<file path="config.mk">
export PLATFORM = sky130hd
export DESIGN_NAME = sysclk_pm
export DESIGN_NICKNAME = d
export VERILOG_FILES = /design/src/rtl/sysclk_pm.sv
export SDC_FILE = /design/constraint.sdc
export NUM_CORES = 1
export LEC_CHECK = 0
export ABC_AREA = 1
export BUFFER_PORTS_ARGS = -buffer_cell sky130_fd_sc_hd__buf_4
export CAP_MARGIN = 20
export CORE_ASPECT_RATIO = 0.8
export CORE_MARGIN = 2
export CORE_UTILIZATION = 53
export CTS_CLUSTER_DIAMETER = 30
export DETAILED_ROUTE_END_ITERATION = 8
export PLACE_DENSITY = 0.75
export RECOVER_POWER = 25
export SYNTH_ARGS = -nofsm -noshare
export SYNTH_HDL_FRONTEND = slang
export SYNTH_SLANG_ARGS = --single-unit
</file>
<file path="constraint.sdc">
create_clock -name clk -period 1.7 [get_ports clk]
set_input_delay 0.085 -clock clk [delete_from_list [all_inputs] [get_ports clk]]
set_output_delay 0.085 -clock clk [all_outputs]
set_load 0.005 [all_outputs]
</file>
<file path="src/rtl/sysclk_pm.sv">
`timescale 1ns/1ps
module sysclk_pm #(
  parameter int WARM_CYCLES = 65536,
  parameter int LP_DIV = 256
) (
  input  logic       clk,
  input  logic       rst_n,
  input  logic       xtal_tick,
  input  logic       ring_tick,
  input  logic       slow_tick,
  input  logic       cfg_we,
  input  logic [1:0] cfg_div,
  input  logic       cfg_pme,
  input  logic       cfg_stop,
  input  logic       ring_start,
  input  logic       swb_en,
  input  logic       swb_irq,
  input  logic       wake_ext,
  input  logic       rtc_alarm,
  output logic       sys_en,
  output logic [1:0] src,
  output logic       warm_done,
  output logic       xtal_run,
  output logic       pme,
  output logic [1:0] div_sel,
  output logic       stop_req
);
  localparam int CW = ($clog2(LP_DIV) > 3) ? $clog2(LP_DIV) : 3;
  localparam int WW = ($clog2(WARM_CYCLES) > 1) ? $clog2(WARM_CYCLES) : 1;
  localparam logic [1:0] S_NONE = 2'd0, S_XTAL = 2'd1, S_RING = 2'd2, S_SLOW = 2'd3;

  typedef enum logic [1:0] {M_NORM, M_LP1, M_LP2} mode_t;

  mode_t tgt_mode, act_mode;
  logic [1:0] tgt_div, act_div, nsrc;
  logic [CW-1:0] cnt, lim;
  logic [WW-1:0] warm_cnt;
  logic tick, fire, upd, swb_hit, wake;

  assign swb_hit = swb_en && swb_irq && pme && act_mode != M_NORM;
  assign wake = wake_ext || rtc_alarm;
  assign xtal_run = !(stop_req && src == S_NONE);

  always_ff @(posedge clk or negedge rst_n) begin
    if (!rst_n) begin
      pme <= 1'b0; div_sel <= 2'd0; stop_req <= 1'b0;
      tgt_mode <= M_NORM; tgt_div <= 2'd0;
    end else begin
      if (cfg_we) begin
        div_sel <= cfg_div;
        pme <= cfg_pme;
        stop_req <= cfg_stop;
        if (!cfg_pme) begin
          tgt_mode <= M_NORM;
          tgt_div <= cfg_div;
        end else if (cfg_div == 2'b00) tgt_mode <= M_LP1;
        else if (cfg_div == 2'b11) tgt_mode <= M_LP2;
      end
      if (swb_hit) begin
        pme <= 1'b0;
        tgt_mode <= M_NORM;
        tgt_div <= cfg_we ? cfg_div : div_sel;
      end
      if (stop_req && wake) stop_req <= 1'b0;
    end
  end

  always_comb begin
    case (act_mode)
      M_LP1:   lim = CW'(LP_DIV - 1);
      M_LP2:   lim = '0;
      default: lim = CW'((1 << act_div) - 1);
    endcase
    case (src)
      S_XTAL:  tick = xtal_tick;
      S_RING:  tick = ring_tick;
      S_SLOW:  tick = slow_tick;
      default: tick = 1'b0;
    endcase
  end

  assign nsrc = stop_req ? S_NONE :
                (tgt_mode == M_LP2) ? S_SLOW :
                warm_done ? S_XTAL :
                ring_start ? S_RING : S_NONE;
  assign fire = tick && cnt == lim;
  assign upd = fire || src == S_NONE;

  always_ff @(posedge clk or negedge rst_n) begin
    if (!rst_n) begin
      act_mode <= M_NORM; act_div <= 2'd0; src <= S_NONE;
      cnt <= '0; sys_en <= 1'b0;
    end else begin
      sys_en <= fire;
      if (upd) begin
        act_mode <= tgt_mode;
        act_div <= tgt_div;
        src <= nsrc;
        cnt <= '0;
      end else if (tick) cnt <= cnt + 1'b1;
    end
  end

  always_ff @(posedge clk or negedge rst_n) begin
    if (!rst_n) begin
      warm_cnt <= '0; warm_done <= 1'b0;
    end else if (!xtal_run) begin
      warm_cnt <= '0; warm_done <= 1'b0;
    end else if (!warm_done && xtal_tick) begin
      if (warm_cnt == WW'(WARM_CYCLES - 1)) warm_done <= 1'b1;
      else warm_cnt <= warm_cnt + 1'b1;
    end
  end

  a_r6_stopped_quiet: assert property (@(posedge clk) disable iff (!rst_n)
    (stop_req && src == S_NONE) |=> !sys_en);
  a_r8_warm_needs_xtal: assert property (@(posedge clk) disable iff (!rst_n)
    !xtal_run |=> !warm_done);
  a_r9_xtal_after_warm: assert property (@(posedge clk) disable iff (!rst_n)
    (src == S_XTAL) |-> warm_done);
  a_r5_switch_on_pulse: assert property (@(posedge clk) disable iff (!rst_n)
    (!$stable(src) && $past(src) != S_NONE) |-> sys_en);
  a_r10_switchback: assert property (@(posedge clk) disable iff (!rst_n)
    swb_hit |=> !pme);
  a_r10_div_kept: assert property (@(posedge clk) disable iff (!rst_n)
    !cfg_we |=> $stable(div_sel));
  a_r7_wake: assert property (@(posedge clk) disable iff (!rst_n)
    (stop_req && wake) |=> !stop_req);
endmodule

</file>
==> run metrics, run 1 <==
Power Dens Cells=between 1000 and 1500 nW/um^2; largest net degree at the start of global routing=41; first-pass GRT wire length=10.3 mm; Peak VDD IR=0.000665 V; max-slew violation count=0; maximum fanout along the worst path=6; Worst Hold End=pme; Buffers on Ports=23; initial drt markers=189; Worst Path Required=1.94 ns; row count=22; reg2reg path depth=12; Yosys warnings=0; Clk Latency, worst-skew pair=0.30 ns; via density per instance=5.23; Pre-antenna DRT Iters=4; worst hold stages=3; RSZ-0062 raised after global routing=true; layout cells sized above 1=26.3%; HP Class=input port to flop; WHS=~0.037 ns; Worst setup startpoint=act_mode[1]; Initial Utilization=55.0%; Post-Syn Area=2510 um^2; critical path endpoint category=flop; gpl congestion=0.895; Synth area leaders=dfrtp_1 40%, nand2_1 14%, nand3_1 6.6%; pre-CTS setup slack=-0.0478 ns; Fillers=about 400; CTS Buf Count=5; ys flop type=dfrtp_1; Design Power=4160 uW; H-Tree Level Count=2; setup ws final=roughly 0.035 ns; GR Overflow Total=0; DR WL/cell=13.3 um; Leakage=0.00153 uW; min-delay src=cfg_we; clk buf depth=2; Overall Global Routing Usage=between 20 and 30%; vias in the first global route=2251; # setup viols final=0; syn avg cell area=around 7.5 um^2; Post-Syn Nets=357; Fin. Hold Viols=0; status=finished, final reports clean; setup slack, reg-to-reg=0.03 ns; synthesis-stage register bit count=40; Post-synth EDFFs=0; crit path time final=roughly 1.7 ns; nets=399; DRC Markers=0; crit path launch type=flop; Worst slew margin=34.2%; final period utilization=a little over nine tenths; Die Ht=between 60 and 70 um; post-synth top area share=39.8%; CTS tree=built; Peak Freq=0.600 GHz; CTS Sinks=40; Seq/Total Area, Yosys=39.8%; clock root buffer=clkbuf_8; FFs w/ async S/R, synth=100%; RR Endpoint=act_mode[0]; Max-cap violations=0; Layout area overhead=22.0%; clk_skew=0.00923 ns; Worst-path clk slew=around 0.09 ns; core area=4570 um^2; final WL=5.84 mm; Worst Max-Slew Pin Slew=between 0.9 and 1 ns; Setup CP Type=flop to flop; Detail Route Antenna Nets=0; initial antenna violation count=0; Synth Instances=337; Die ar.=~5300 um^2; crit path DAT=1.91 ns; via count=2299; overall die width=81.0 um; Distinct cells, synth=31; num ports=24; cell taking the most area after synthesis=dfrtp_1; # diodes=0; DPL Wire Length=between 4 and 5 mm; Reg-to-Reg Start=act_mode[1]
[layer usage]
| metal | wire, um | global-route usage [%] | vias up |
|---|---|---|---|
| met5 | 0 | 0 | - |
| met4 | 51 | 7.84 | 0 |
| met3 | 283 | 5.22 | 6 |
| met2 | 2540 | 36.1 | 49 |
| met1 | 2970 | 38.1 | 1058 |
| li1 | - | - | 1186 |
[logic make-up after synthesis]
kind of cell             count (synthesis)  synth area share (%)
buffers and inverters                   49                  8.57
AND/OR/NAND/NOR                        207                  39.3
flip-flops                              40                  39.8
XOR/XNOR                                 4                  1.39
AO/OA/AOI/OAI                           32                  8.42
adder cells (fa/ha/maj)                  5                  2.49
[per-stage QoR]
step	instance area [um^2]	setup TNS [ns]	utilization [%]	std cells
after floorplan	2510	0	-	337
after global placement	2790	0	61.0	425
after detailed placement	2790	-0.356	61.0	425
after CTS	2960	0	64.9	437
after global routing	3070	-0.359	67.1	440
final	3070	0	67.1	440
[sequential cells by signal, indices dropped and copies added (netlist names), 2 cells and up]
signal,flops
act_div,2
div_sel,2
act_mode,2
tgt_div,2
warm_cnt,16
tgt_mode,2
cnt,8
src,2
[final cells by class]
class | count | area, um^2 | share of cell area [%]
tap | 60 | 75.1 | 2.45
timing repair buffer | 38 | 292 | 9.51
sequential | 40 | 1000 | 32.7
inverter | 44 | 173 | 5.63
clock buffer | 5 | 68.8 | 2.24
clock inverter | 3 | 46.3 | 1.51
multi-input combinational | 250 | 1410 | 46.0
[where the power goes]
part	switching, uW	internal [uW]
sequential	204	1150
clock	362	442
combinational	1230	774
total	1800	2370
[cell usage after synthesis (2+ instances only)]
cell       n
nand2_1   95
dfrtp_1   40
inv_1     40
nand3_1   33
nor2_1    30
nand4_1   18
nand2_2    9
nor3_1     8
o21ai_0    8
o21ai_2    8
nor2_4     6
ha_1       5
a21oi_1    4
inv_2      4
o21ai_1    4
nand2_4    3
o21bai_1   3
a31oi_1    2
buf_6      2
nor3_2     2
xnor2_1    2
xor2_1     2
[worst max-delay path: stages (launching register included)]
cell	delay (ns)
dfrtp_1	0.37
inv_2	0.07
ha_4	0.30
inv_4	0.04
nand2_1	0.10
nand2_2	0.07
nand2_2	0.07
nand2_1	0.08
nor2_4	0.14
nand2_4	0.13
nand2_8	0.13
nand2_4	0.06
nand2_2	0.05
[placed cells by master (no fill, tap or decap), drive strengths merged, types with 2 or more instances in the layout]
master	count
nand3	34
nor2	36
xnor2	2
dfrtp	40
buf	35
xor2	2
clkbuf	6
ha	5
a21oi	5
o21bai	3
nand4	18
o21ai	20
dlygate4sd3	2
a31oi	2
inv	45
nor3	10
nand2	109
[how the worst max path moves through the flow]
| stage | end | slack [ns] | cells past startpoint |
|---|---|---|---|
| after floorplan | cnt[4] | 0.09 | 13 |
| after global routing | act_mode[0] | -0.05 | 12 |
| final | act_mode[0] | 0.03 | 12 |
| after CTS | act_div[1] | 0.004 | 12 |
| after global placement | src[1] | 0.03 | 13 |
| after detailed placement | src[1] | -0.05 | 12 |
[what timing repair did]
item                                    4_1_cts  5_1_grt
resized for setup                             4       25
pin swaps                                     4       10
hold buffers                                  2        0
buffers inserted                              0        3
cloned                                        2        0
endpoints found under the setup margin       12       31
hold endpoints to repair                     41        0
Note: power is estimated with default switching activity, not from simulation.
==> inputs of run 2 (changes only) <==
--- a/config.mk
+++ b/config.mk
@@ -13,7 +13,8 @@
 export CORE_UTILIZATION = 53
 export CTS_CLUSTER_DIAMETER = 30
 export DETAILED_ROUTE_END_ITERATION = 8
-export PLACE_DENSITY = 0.75
+export GPL_ROUTABILITY_DRIVEN = 0
+export PLACE_DENSITY = 0.81
 export RECOVER_POWER = 25
 export SYNTH_ARGS = -nofsm -noshare
 export SYNTH_HDL_FRONTEND = slang
==> run metrics, run 2 (synthesis results as in run 1) <==
status=finished with violations; failing checks=negative setup slack; CTS tree=built; Largest register FFs=16 (unchanged); # setup viols final=8 (+8); first-pass GRT wire length=9.92 mm (-3.6%); Max-cap violations=0 (unchanged); Pre-antenna DRT Iters=5 (+1); Die ar.=5310 um^2 (unchanged); H-Tree Level Count=2 (unchanged); Overall Global Routing Usage=24.1% (-1.1 points); max-slew violation count=0 (unchanged); row count=22 (unchanged); HP Class=input port to flop; Worst slew margin=32.4% (-1.8 points); core area=4570 um^2 (unchanged); num ports=24 (unchanged); Worst Max-Slew Pin Slew=1.01 ns (+0.0269 ns); Placed Cells=424 (-0.24%); vias in the first global route=2203 (-2.1%); Fin. Hold Viols=0 (unchanged); most common cell after layout, fill and taps aside=nand2_1; largest net degree at the start of global routing=41 (unchanged); Worst-path clk slew=0.09 ns (about the same); maximum fanout along the worst path=6 (unchanged); crit path launch type=flop; clock root buffer=clkbuf_8; clk_skew=0.00629 ns (-0.00294 ns); Layout area overhead=22.9%; DPL Wire Length=4.08 mm (-4.8%); Die Ht=65.6 um (unchanged); Peak VDD IR=0.000770 V (+16%); RSZ-0062 raised after global routing=true; Buffers on Ports=23 (unchanged); Detail Route Antenna Nets=0 (unchanged); Initial Utilization=55.0% (unchanged); setup slack, reg-to-reg=-0.02 ns (-0.06 ns); Leakage=0.00154 uW (+1.1%); final period utilization=101% (+3.4 points); critical path endpoint category=flop; pre-CTS setup slack=-0.0451 ns (+0.00272 ns); clk buf depth=2 (unchanged); initial antenna violation count=0 (unchanged); via density per instance=5.43 (+3.9%); Power Dens Cells=1370 nW/um^2 (+0.56%); initial drt markers=192 (+1.6%); crit path time final=1.72 ns (+0.0573 ns); crit path DAT=1.91 ns (about the same); via count=2400 (+4.4%); DR WL/cell=13.7 um (+3.3%); DRC Markers=0 (unchanged); overall die width=81.0 um (unchanged); layout cells sized above 1=25.7% (-0.66 points); CTS Buf Count=5 (unchanged); Peak Freq=0.580 GHz (-3.3%); Setup CP Type=flop to flop; final WL=6.06 mm (+3.7%); nets=401 (+0.50%); Worst Path Required=1.89 ns (-0.05 ns); Finished Layout Cells=442 (+0.45%); setup ws final=-0.0227 ns (-0.0573 ns); CTS Sinks=40 (unchanged); GR Overflow Total=0 (unchanged); Largest Register=warm_cnt; Regs by FF count=warm_cnt: 16 flops, cnt: 8 flops; commonest cells after routing, fill and taps aside=93 x nand2_1, 40 x dfrtp_1, 37 x buf_4; Clk Latency, worst-skew pair=0.30 ns (about the same); # diodes=0 (unchanged)
## run 2: changes by cell type in the layout (fill, tap and decap cells not counted), sizes merged
cell | before | now
buf | 35 | 38
dlygate4sd3 | 2 | 1
## run 2: report_power, final
group	leakage, uW	internal (uW)	switching (uW)	total (uW)
Combinational	0.000965	766	1280	2050
Clock	0.0000548	442	368	811
Sequential	0.000525	1150	210	1360
Total	0.00154	2360	1860	4220
## run 2: layout make-up
| class | instances | area, um^2 |
|---|---|---|
| Multi-Input combinational cell | 250 | 1410 |
| Timing Repair Buffer | 40 | 313 |
| Fill cell | 368 | 1480 |
| Sequential cell | 40 | 1000 |
| Tap cell | 60 | 75.1 |
| Clock buffer | 5 | 68.8 |
| Clock inverter | 3 | 46.3 |
| Inverter | 44 | 173 |
## run 2: stage by stage
stage / setup TNS, ns / power (uW) / hold slack, ns / area, um^2 / utilization, %
after floorplan: 0 / 2590 / -0.211 / 2510 / -
after global placement: 0 / 2960 / 0.0987 / 2800 / 61.3
after detailed placement: -0.336 / 3010 / 0.0951 / 2800 / 61.3
after CTS: 0 / 4010 / 0.0199 / 2990 / 65.4
after global routing: -1.22 / 4500 / 0.0276 / 3090 / 67.6
final: -0.0899 / 4220 / 0.0207 / 3090 / 67.6
## run 2: critical path, cell delays in order, from the launching register on
cell	delay [ns]
dfrtp_1	0.41
inv_2	0.07
ha_4	0.30
inv_4	0.04
nand2_1	0.08
nand2_1	0.06
nand2_1	0.05
nand2_1	0.10
nor2_4	0.23
nand2_8	0.11
nand2_8	0.12
nor3_2	0.05
## run 2: what timing repair did
action | CTS | global route
setup endpoints to repair | 12 | 31
gates resized for setup | 6 | 19
buffers inserted | 1 | 7
pin swaps | 4 | 14
hold buffers | 1 | 0
endpoints found under the hold margin | 40 | 0
gates cloned | 1 | 1
## run 2: final timing paths
kind / startpoint / end / cells past startpoint
max: act_mode[0] / cnt[0] / 11
min: cfg_stop / stop_req / 2
max reg2reg: act_mode[0] / cnt[0] / 11
min reg2reg: tgt_div[1] / act_div[1] / 2
max in group asynchronous: rst_n / warm_cnt[9] / 2
min in group asynchronous: rst_n / cnt[3] / 2
## run 2: per-layer routing
metal | vias to the layer above | global-route usage [%] | wire, um
met4 | 0 | 6.36 | 52
met5 | - | 0 | 0
li1 | 1190 | - | -
met3 | 6 | 3.98 | 359
met2 | 91 | 38.1 | 2800
met1 | 1113 | 34.5 | 2850
